==> src/rtl/balu_pkg.sv <==
package balu_pkg;

    typedef enum logic [4:0] {
        OP_ADD = 5'd0,  OP_ADC = 5'd1,  OP_SUB = 5'd2,  OP_SBB = 5'd3,
        OP_CMP = 5'd4,  OP_AND = 5'd5,  OP_OR  = 5'd6,  OP_XOR = 5'd7,
        OP_INC = 5'd8,  OP_DEC = 5'd9,  OP_RLC = 5'd10, OP_RRC = 5'd11,
        OP_RAL = 5'd12, OP_RAR = 5'd13, OP_CMA = 5'd14, OP_STC = 5'd15,
        OP_CMC = 5'd16, OP_DAD = 5'd17
    } balu_op_e;

    typedef struct packed {
        logic s;
        logic z;
        logic ac;
        logic p;
        logic c;
    } balu_flags_t;

    // bit k of each table is entry k, indexed by {a[h], b[h], r[h]}
    localparam logic [7:0] HC_ADD_TBL = 8'b1101_0100;
    localparam logic [7:0] HC_SUB_TBL = 8'b1000_1110;

    function automatic logic [7:0] flags_pack(balu_flags_t f);
        return {f.s, f.z, 1'b0, f.ac, 1'b0, f.p, 1'b1, f.c};
    endfunction

    function automatic balu_flags_t flags_unpack(logic [7:0] b);
        balu_flags_t f;
        f.s  = b[7];
        f.z  = b[6];
        f.ac = b[4];
        f.p  = b[2];
        f.c  = b[0];
        return f;
    endfunction

    function automatic logic is_arith(balu_op_e op);
        return (op == OP_ADD) || (op == OP_ADC) || (op == OP_SUB) ||
               (op == OP_SBB) || (op == OP_CMP) || (op == OP_INC) ||
               (op == OP_DEC) || (op == OP_DAD);
    endfunction

endpackage

==> src/rtl/balu_arith.sv <==
module balu_arith
    import balu_pkg::*;
#(
    parameter int DATA_W = 8
) (
    input  balu_op_e                op,
    input  logic [DATA_W-1:0]       a,
    input  logic [DATA_W-1:0]       b,
    input  balu_flags_t             fin,
    input  logic [2*DATA_W-1:0]     pa,
    input  logic [2*DATA_W-1:0]     pb,
    output logic [DATA_W-1:0]       res,
    output balu_flags_t             fl,
    output logic                    wr,
    output logic [2*DATA_W-1:0]     pair_res
);
    localparam int HB     = DATA_W/2 - 1;
    localparam int PAIR_W = 2*DATA_W;

    logic              cin_add, cin_sub;
    logic [DATA_W:0]   sum9, dif9;
    logic [2:0]        idx_add, idx_sub;
    logic [DATA_W-1:0] inc_r, dec_r, szp_src;
    logic [PAIR_W:0]   pair_sum;

    always_comb begin
        cin_add  = (op == OP_ADC) & fin.c;
        cin_sub  = (op == OP_SBB) & fin.c;
        sum9     = {1'b0, a} + {1'b0, b} + {{DATA_W{1'b0}}, cin_add};
        dif9     = {1'b0, a} - {1'b0, b} - {{DATA_W{1'b0}}, cin_sub};
        idx_add  = {a[HB], b[HB], sum9[HB]};
        idx_sub  = {a[HB], b[HB], dif9[HB]};
        inc_r    = b + 1'b1;
        dec_r    = b - 1'b1;
        pair_sum = {1'b0, pa} + {1'b0, pb};
    end

    always_comb begin
        res      = a;
        fl       = fin;
        wr       = 1'b0;
        pair_res = pair_sum[PAIR_W-1:0];
        szp_src  = a;
        unique case (op)
            OP_ADD, OP_ADC: begin
                res     = sum9[DATA_W-1:0];
                szp_src = sum9[DATA_W-1:0];
                fl.c    = sum9[DATA_W];
                fl.ac   = HC_ADD_TBL[idx_add];
                wr      = 1'b1;
            end
            OP_SUB, OP_SBB: begin
                res     = dif9[DATA_W-1:0];
                szp_src = dif9[DATA_W-1:0];
                fl.c    = dif9[DATA_W];
                fl.ac   = ~HC_SUB_TBL[idx_sub];
                wr      = 1'b1;
            end
            OP_CMP: begin
                szp_src = dif9[DATA_W-1:0];
                fl.c    = dif9[DATA_W];
                fl.ac   = ~HC_SUB_TBL[idx_sub];
            end
            OP_INC: begin
                res     = inc_r;
                szp_src = inc_r;
                fl.ac   = (inc_r[3:0] == 4'h0);
                wr      = 1'b1;
            end
            OP_DEC: begin
                res     = dec_r;
                szp_src = dec_r;
                fl.ac   = (dec_r[3:0] != 4'hF);
                wr      = 1'b1;
            end
            OP_DAD: begin
                fl.c = pair_sum[PAIR_W];
                wr   = 1'b1;
            end
            default: ;
        endcase
        if (op != OP_DAD) begin
            fl.s = szp_src[DATA_W-1];
            fl.z = (szp_src == '0);
            fl.p = ~^szp_src;
        end
    end

endmodule

==> src/rtl/balu_bitops.sv <==
module balu_bitops
    import balu_pkg::*;
#(
    parameter int DATA_W = 8
) (
    input  balu_op_e          op,
    input  logic [DATA_W-1:0] a,
    input  logic [DATA_W-1:0] b,
    input  balu_flags_t       fin,
    output logic [DATA_W-1:0] res,
    output balu_flags_t       fl,
    output logic              wr
);
    localparam int HB = DATA_W/2 - 1;

    logic [DATA_W-1:0] lg;
    logic              lg_op;

    always_comb begin
        res   = a;
        fl    = fin;
        wr    = 1'b0;
        lg    = a;
        lg_op = 1'b0;
        unique case (op)
            OP_AND: begin
                lg    = a & b;
                lg_op = 1'b1;
                fl.ac = a[HB] | b[HB];
            end
            OP_OR: begin
                lg    = a | b;
                lg_op = 1'b1;
                fl.ac = 1'b0;
            end
            OP_XOR: begin
                lg    = a ^ b;
                lg_op = 1'b1;
                fl.ac = 1'b0;
            end
            OP_RLC: begin
                res  = {a[DATA_W-2:0], a[DATA_W-1]};
                fl.c = a[DATA_W-1];
                wr   = 1'b1;
            end
            OP_RRC: begin
                res  = {a[0], a[DATA_W-1:1]};
                fl.c = a[0];
                wr   = 1'b1;
            end
            OP_RAL: begin
                res  = {a[DATA_W-2:0], fin.c};
                fl.c = a[DATA_W-1];
                wr   = 1'b1;
            end
            OP_RAR: begin
                res  = {fin.c, a[DATA_W-1:1]};
                fl.c = a[0];
                wr   = 1'b1;
            end
            OP_CMA: begin
                res = ~a;
                wr  = 1'b1;
            end
            OP_STC: fl.c = 1'b1;
            OP_CMC: fl.c = ~fin.c;
            default: ;
        endcase
        if (lg_op) begin
            res  = lg;
            wr   = 1'b1;
            fl.c = 1'b0;
            fl.s = lg[DATA_W-1];
            fl.z = (lg == '0);
            fl.p = ~^lg;
        end
    end

endmodule

==> src/rtl/byte_alu.sv <==
module byte_alu
    import balu_pkg::*;
#(
    parameter int DATA_W = 8
) (
    input  logic                clk,
    input  logic                rst,
    input  logic                op_valid,
    input  logic [4:0]          op_code,
    input  logic [DATA_W-1:0]   acc_in,
    input  logic [DATA_W-1:0]   opnd_in,
    input  logic [7:0]          flags_in,
    input  logic [2*DATA_W-1:0] pair_a,
    input  logic [2*DATA_W-1:0] pair_b,
    output logic [DATA_W-1:0]   res_out,
    output logic [2*DATA_W-1:0] pair_out,
    output logic [7:0]          flags_out,
    output logic                wr_en,
    output logic                done
);
    localparam int PAIR_W = 2*DATA_W;

    balu_op_e          op;
    balu_flags_t       fin, fl_ar, fl_bo, fl_nx, fl_q;
    logic [DATA_W-1:0] res_ar, res_bo, res_nx;
    logic [PAIR_W-1:0] pair_ar;
    logic              wr_ar, wr_bo, wr_nx;

    assign op  = balu_op_e'(op_code);
    assign fin = flags_unpack(flags_in);

    balu_arith #(.DATA_W(DATA_W)) u_arith (
        .op(op), .a(acc_in), .b(opnd_in), .fin(fin),
        .pa(pair_a), .pb(pair_b),
        .res(res_ar), .fl(fl_ar), .wr(wr_ar), .pair_res(pair_ar)
    );

    balu_bitops #(.DATA_W(DATA_W)) u_bitops (
        .op(op), .a(acc_in), .b(opnd_in), .fin(fin),
        .res(res_bo), .fl(fl_bo), .wr(wr_bo)
    );

    always_comb begin
        if (is_arith(op)) begin
            res_nx = res_ar;
            fl_nx  = fl_ar;
            wr_nx  = wr_ar;
        end else begin
            res_nx = res_bo;
            fl_nx  = fl_bo;
            wr_nx  = wr_bo;
        end
    end

    always_ff @(posedge clk) begin
        if (rst) begin
            res_out  <= '0;
            pair_out <= '0;
            fl_q     <= '0;
            wr_en    <= 1'b0;
            done     <= 1'b0;
        end else begin
            done  <= op_valid;
            wr_en <= op_valid & wr_nx;
            if (op_valid) begin
                res_out <= res_nx;
                fl_q    <= fl_nx;
                if (op == OP_DAD) pair_out <= pair_ar;
            end
        end
    end

    assign flags_out = flags_pack(fl_q);

    // fixed flag-byte positions
    a_r12_fixed_bits: assert property (@(posedge clk) disable iff (rst)
        flags_out[1] && !flags_out[3] && !flags_out[5]);

    // done follows a strobe by one cycle
    a_r2_done_follows: assert property (@(posedge clk) disable iff (rst)
        op_valid |=> done);

    // write-enable only in the done cycle
    a_r2_wr_in_done: assert property (@(posedge clk) disable iff (rst)
        wr_en |-> done);

    // outputs hold without a strobe
    a_r2_hold: assert property (@(posedge clk) disable iff (rst)
        !op_valid |=> ($stable(res_out) && $stable(flags_out)));

    // compare keeps the accumulator and never writes
    a_r5_cmp_no_write: assert property (@(posedge clk) disable iff (rst)
        (op_valid && op_code == 5'd4) |=> (!wr_en && res_out == $past(acc_in)));

    // increment and decrement keep carry
    a_r8_keep_carry: assert property (@(posedge clk) disable iff (rst)
        (op_valid && (op_code == 5'd8 || op_code == 5'd9))
            |=> (flags_out[0] == $past(flags_in[0])));

    // complement leaves every flag alone
    a_r11_cma_flags: assert property (@(posedge clk) disable iff (rst)
        (op_valid && op_code == 5'd14)
            |=> (flags_out == (($past(flags_in) & 8'hD5) | 8'h02)));

endmodule

==> config.mk <==
export PLATFORM = sky130hd
export DESIGN_NAME = byte_alu
export DESIGN_NICKNAME = d
export VERILOG_FILES = /design/src/rtl/balu_pkg.sv /design/src/rtl/balu_arith.sv /design/src/rtl/balu_bitops.sv /design/src/rtl/byte_alu.sv
export SDC_FILE = /design/constraint.sdc
export NUM_CORES = 1
export LEC_CHECK = 0
export BUFFER_PORTS_ARGS = -buffer_cell sky130_fd_sc_hd__buf_2
export CORE_MARGIN = 4
export CORE_UTILIZATION = 45
export CTS_BUF_LIST = sky130_fd_sc_hd__clkbuf_16
export DETAILED_ROUTE_END_ITERATION = 10
export PLACE_DENSITY = 0.73
export SETUP_SLACK_MARGIN = 0.3
export SKIP_CTS_REPAIR_TIMING = 1
export SLEW_MARGIN = 20
export SYNTH_ARGS = -nofsm -noshare
export SYNTH_HDL_FRONTEND = slang
export SYNTH_HIERARCHICAL = 1
export SYNTH_SLANG_ARGS = --single-unit
export TNS_END_PERCENT = 30
==> constraint.sdc <==
create_clock -name clk -period 4.6 [get_ports clk]
set_input_delay 0.46 -clock clk [delete_from_list [all_inputs] [get_ports clk]]
set_output_delay 0.46 -clock clk [all_outputs]
set_load 0.01 [all_outputs]
==> reports/metrics.yaml <==
power_w: 0.00113
cts_tree: "done"
cpPeakStageDelay_ns: 0.52
synthCells: 653
max_freq_mhz: 250
ant_nets: 0
tightest_slew_ns: 0.760
min_period_over_period_pct: 87.0
final_area_sq_mm: 0.00548
cts-root-buf: "clkbuf_16"
netSwitchingPower_w: 0.000420
drt-total-wl_mm: 13.3
max-cap-violations: 0
vias: 4939
fin_skew_ns: 0
place_congestion: 0.917
synth_seq_area_share_pct: 12.8
grt_setup_unrepaired: "false"
hold_path.class: "reg -> reg"
async_flop_share_pct: 0
core-area_sq_mm: 0.0104
end_kind: "flip-flop"
clockPowerShare_pct: 26.9
rows: 37
critPathSlowestCell: "fa_1"
clkLatencyLatePin_ns: 0.27
start_kind: "input pin"
path_cells: "buf_2, nor2b_2, and3b_1, nand3b_1, fa_1, inv_1, ha_1, o21ai_2, nand3b_2, a2111o_1, a31oi_1, xnor2_1, a221oi_2, ha_1, xnor2_1, xnor2_1, a21oi_1, mux2i_1, a211oi_1"
worst-path-max-fanout: 4
grt_pass1_wl_mm: 22.1
grt_use_total_pct: 20.6
utilization_pct: 52.6
antenna_found_initial: 0
cts_buffers: 5
synth_seq_cells: 31
io_buffers: 91
synth_area_per_cell_sq_um: 7.43
wl_per_cell_um: 15.5
synth-main-ff-cell: "dfxtp_1"
grt-ovfl-total: 0
clockBufferDepth: 2
dpl.hpwl_mm: 10.7
timing.final.crit_period_ns: 4.00
routed-wl-met2_mm: 6.16
setup_viol: 0
boundaryPins: 98
report.final.slew_viol_count: 0
fin_ws_ns: 0.599
synth_edf_count: 0
cts.reportedPaths.clkPinSlew_ns: 0.05
synth_top_area_share_pct: 16.5
die-width_um: 112
drc_errors: 0
power.leakage_nw: 2.55
drt_iter0_markers: 319
synth_area_sq_mm: 0.00485
critPathArrivalTime_ns: 4.18
nNetsFinal: 858
crit_buf_inv: 2
vdd_ir_drop_max_mv: 0.198
synth_area_leaders: "ha_1, dfxtp_1, nand2_1, a21oi_1, inv_1"
tns_ns: 0
cpLargestDelayFamily: "compound AO/OA/AOI/OAI gates"
comb_power_share_pct: 47.5
synth_area_leader_cell: "ha_1"
grt_pass1_vias: 4718
h-tree-depth: 2
finalHoldViolCount: 0
yosysWarnings: 6
drtPass1Iterations: 5
grt_max_degree: 45
required_ns: 4.78
p_seq_share_pct: 25.5
intPower_w: 0.000706
via_per_inst: 5.74
power.density_mw_per_mm2: 206
postPlaceCellArea_sq_mm: 0.00533
clkSinkCount: 31
drive_above_1_share_pct: 16.4
cp_common_cell: "xnor2_1"
wl_met1_mm: 5.97
synth_cell_type_count: 73
n_antenna_cell: 0
status: "complete, no violations"
initial_core_util_pct: 46.6
critPathKind: "in -> reg"
netSwitchingFraction_pct: 37.3
top_layer: "met4"
place_ws_ns: 0.279
synthToLayoutAreaGrowth_pct: 12.8
dr_wl_met3_mm: 1.01
slew_headroom_pct: 49.2
die_area_sq_mm: 0.0125
dieHeight_um: 112
==> flip-flops by register name, indices dropped and copies added (netlist names) <==
| register | flops |
|---|---|
| pair_out | 16 |
| res_out | 8 |
| flags_out | 5 |
| done | 1 |
| wr_en | 1 |
==> synth_stat cells (4+ instances only) <==
library cell / count
clkbuf_1: 14
nand2_1: 72
buf_4: 6
and2_0: 4
xor2_1: 13
mux2i_1: 20
nor2_1: 51
inv_1: 56
a221oi_1: 14
dfxtp_1: 31
nand2b_1: 15
o31ai_1: 5
o21ai_1: 6
fa_1: 6
nor3_1: 10
nand3_1: 12
a21oi_1: 52
buf_2: 9
and3_1: 5
a21o_1: 7
a211oi_1: 15
o21ai_0: 26
nor2b_1: 14
o2111ai_1: 4
a221o_1: 8
ha_1: 64
o22ai_1: 5
a31oi_1: 6
buf_6: 5
xnor2_1: 24
a32oi_1: 5
==> metal layers <==
| metal | vias up | global-route usage [%] |
|---|---|---|
| met3 | 16 | 3.53 |
| met5 | - | 0 |
| li1 | 2465 | - |
| met4 | 0 | 4.79 |
| met2 | 199 | 34.4 |
| met1 | 2259 | 27.7 |
==> placed cells by master, fill, tap and decap left out, drive strengths merged, types with 16 or more instances in the layout <==
cell type | Yosys | layout
buf | 21 | 98
a21oi | 53 | 53
xnor2 | 24 | 24
ha | 64 | 64
nor2 | 51 | 51
a211oi | 16 | 16
dfxtp | 31 | 31
mux2i | 20 | 20
inv | 56 | 56
nand2 | 72 | 72
o21ai | 33 | 33
==> tightest hold or removal path, cell delays in order (launching register included) <==
cell and delay (ns):
dfxtp_1 0.30, nand2_1 0.05, a21oi_1 0.05
==> path summary, 6_finish.rpt <==
| path | end | startpoint | cells after the start | slack (ns) |
|---|---|---|---|---|
| setup / recovery | flags_out[2] | op_code[2] | 19 | 0.60 |
| hold / removal | pair_out[15] | pair_out[15] | 2 | 0.45 |
| setup reg to reg | res_out[3] | res_out[3] | 2 | 3.90 |
| hold reg to reg | pair_out[15] | pair_out[15] | 2 | 0.45 |
==> final cells by class <==
| cell class | count | area (sq um) |
|---|---|---|
| clock buffer | 5 | 125 |
| sequential | 31 | 621 |
| inverter | 56 | 210 |
| tap | 136 | 170 |
| timing repair buffer | 98 | 508 |
| multi-input combinational | 532 | 3830 |
| fill | 1035 | 4940 |
| clock inverter | 3 | 15.0 |
==> per-stage QoR <==
| step | cells | hold WS, ns |
|---|---|---|
| after floorplan | 654 | 0.476 |
| after global placement | 853 | 0.436 |
| after detailed placement | 853 | 0.443 |
| after CTS | 861 | 0.449 |
| after global routing | 861 | 0.472 |
| final | 861 | 0.449 |
==> power by group through the flow <==
stage	sequential [W]	clock, W	combinational (W)
global placement	0.000293	0	0.000511
global route	0.000289	0.000322	0.000596
floorplan	0.000299	0	0.000383
detailed placement	0.000293	0	0.000526
finish	0.000288	0.000304	0.000535
CTS	0.000288	0.000308	0.000529
==> cell families after synthesis <==
kind of cell	after synthesis	synth area share, %
mux	20	4.12
xor+xnor	37	6.68
fa+ha+maj	71	19.2
compound gates	187	26.8
other cells	2	0.155
flops	31	12.8
buf+inv	91	8.50
simple gates	214	21.8
No activity file was read; power rests on OpenSTA's default activity.
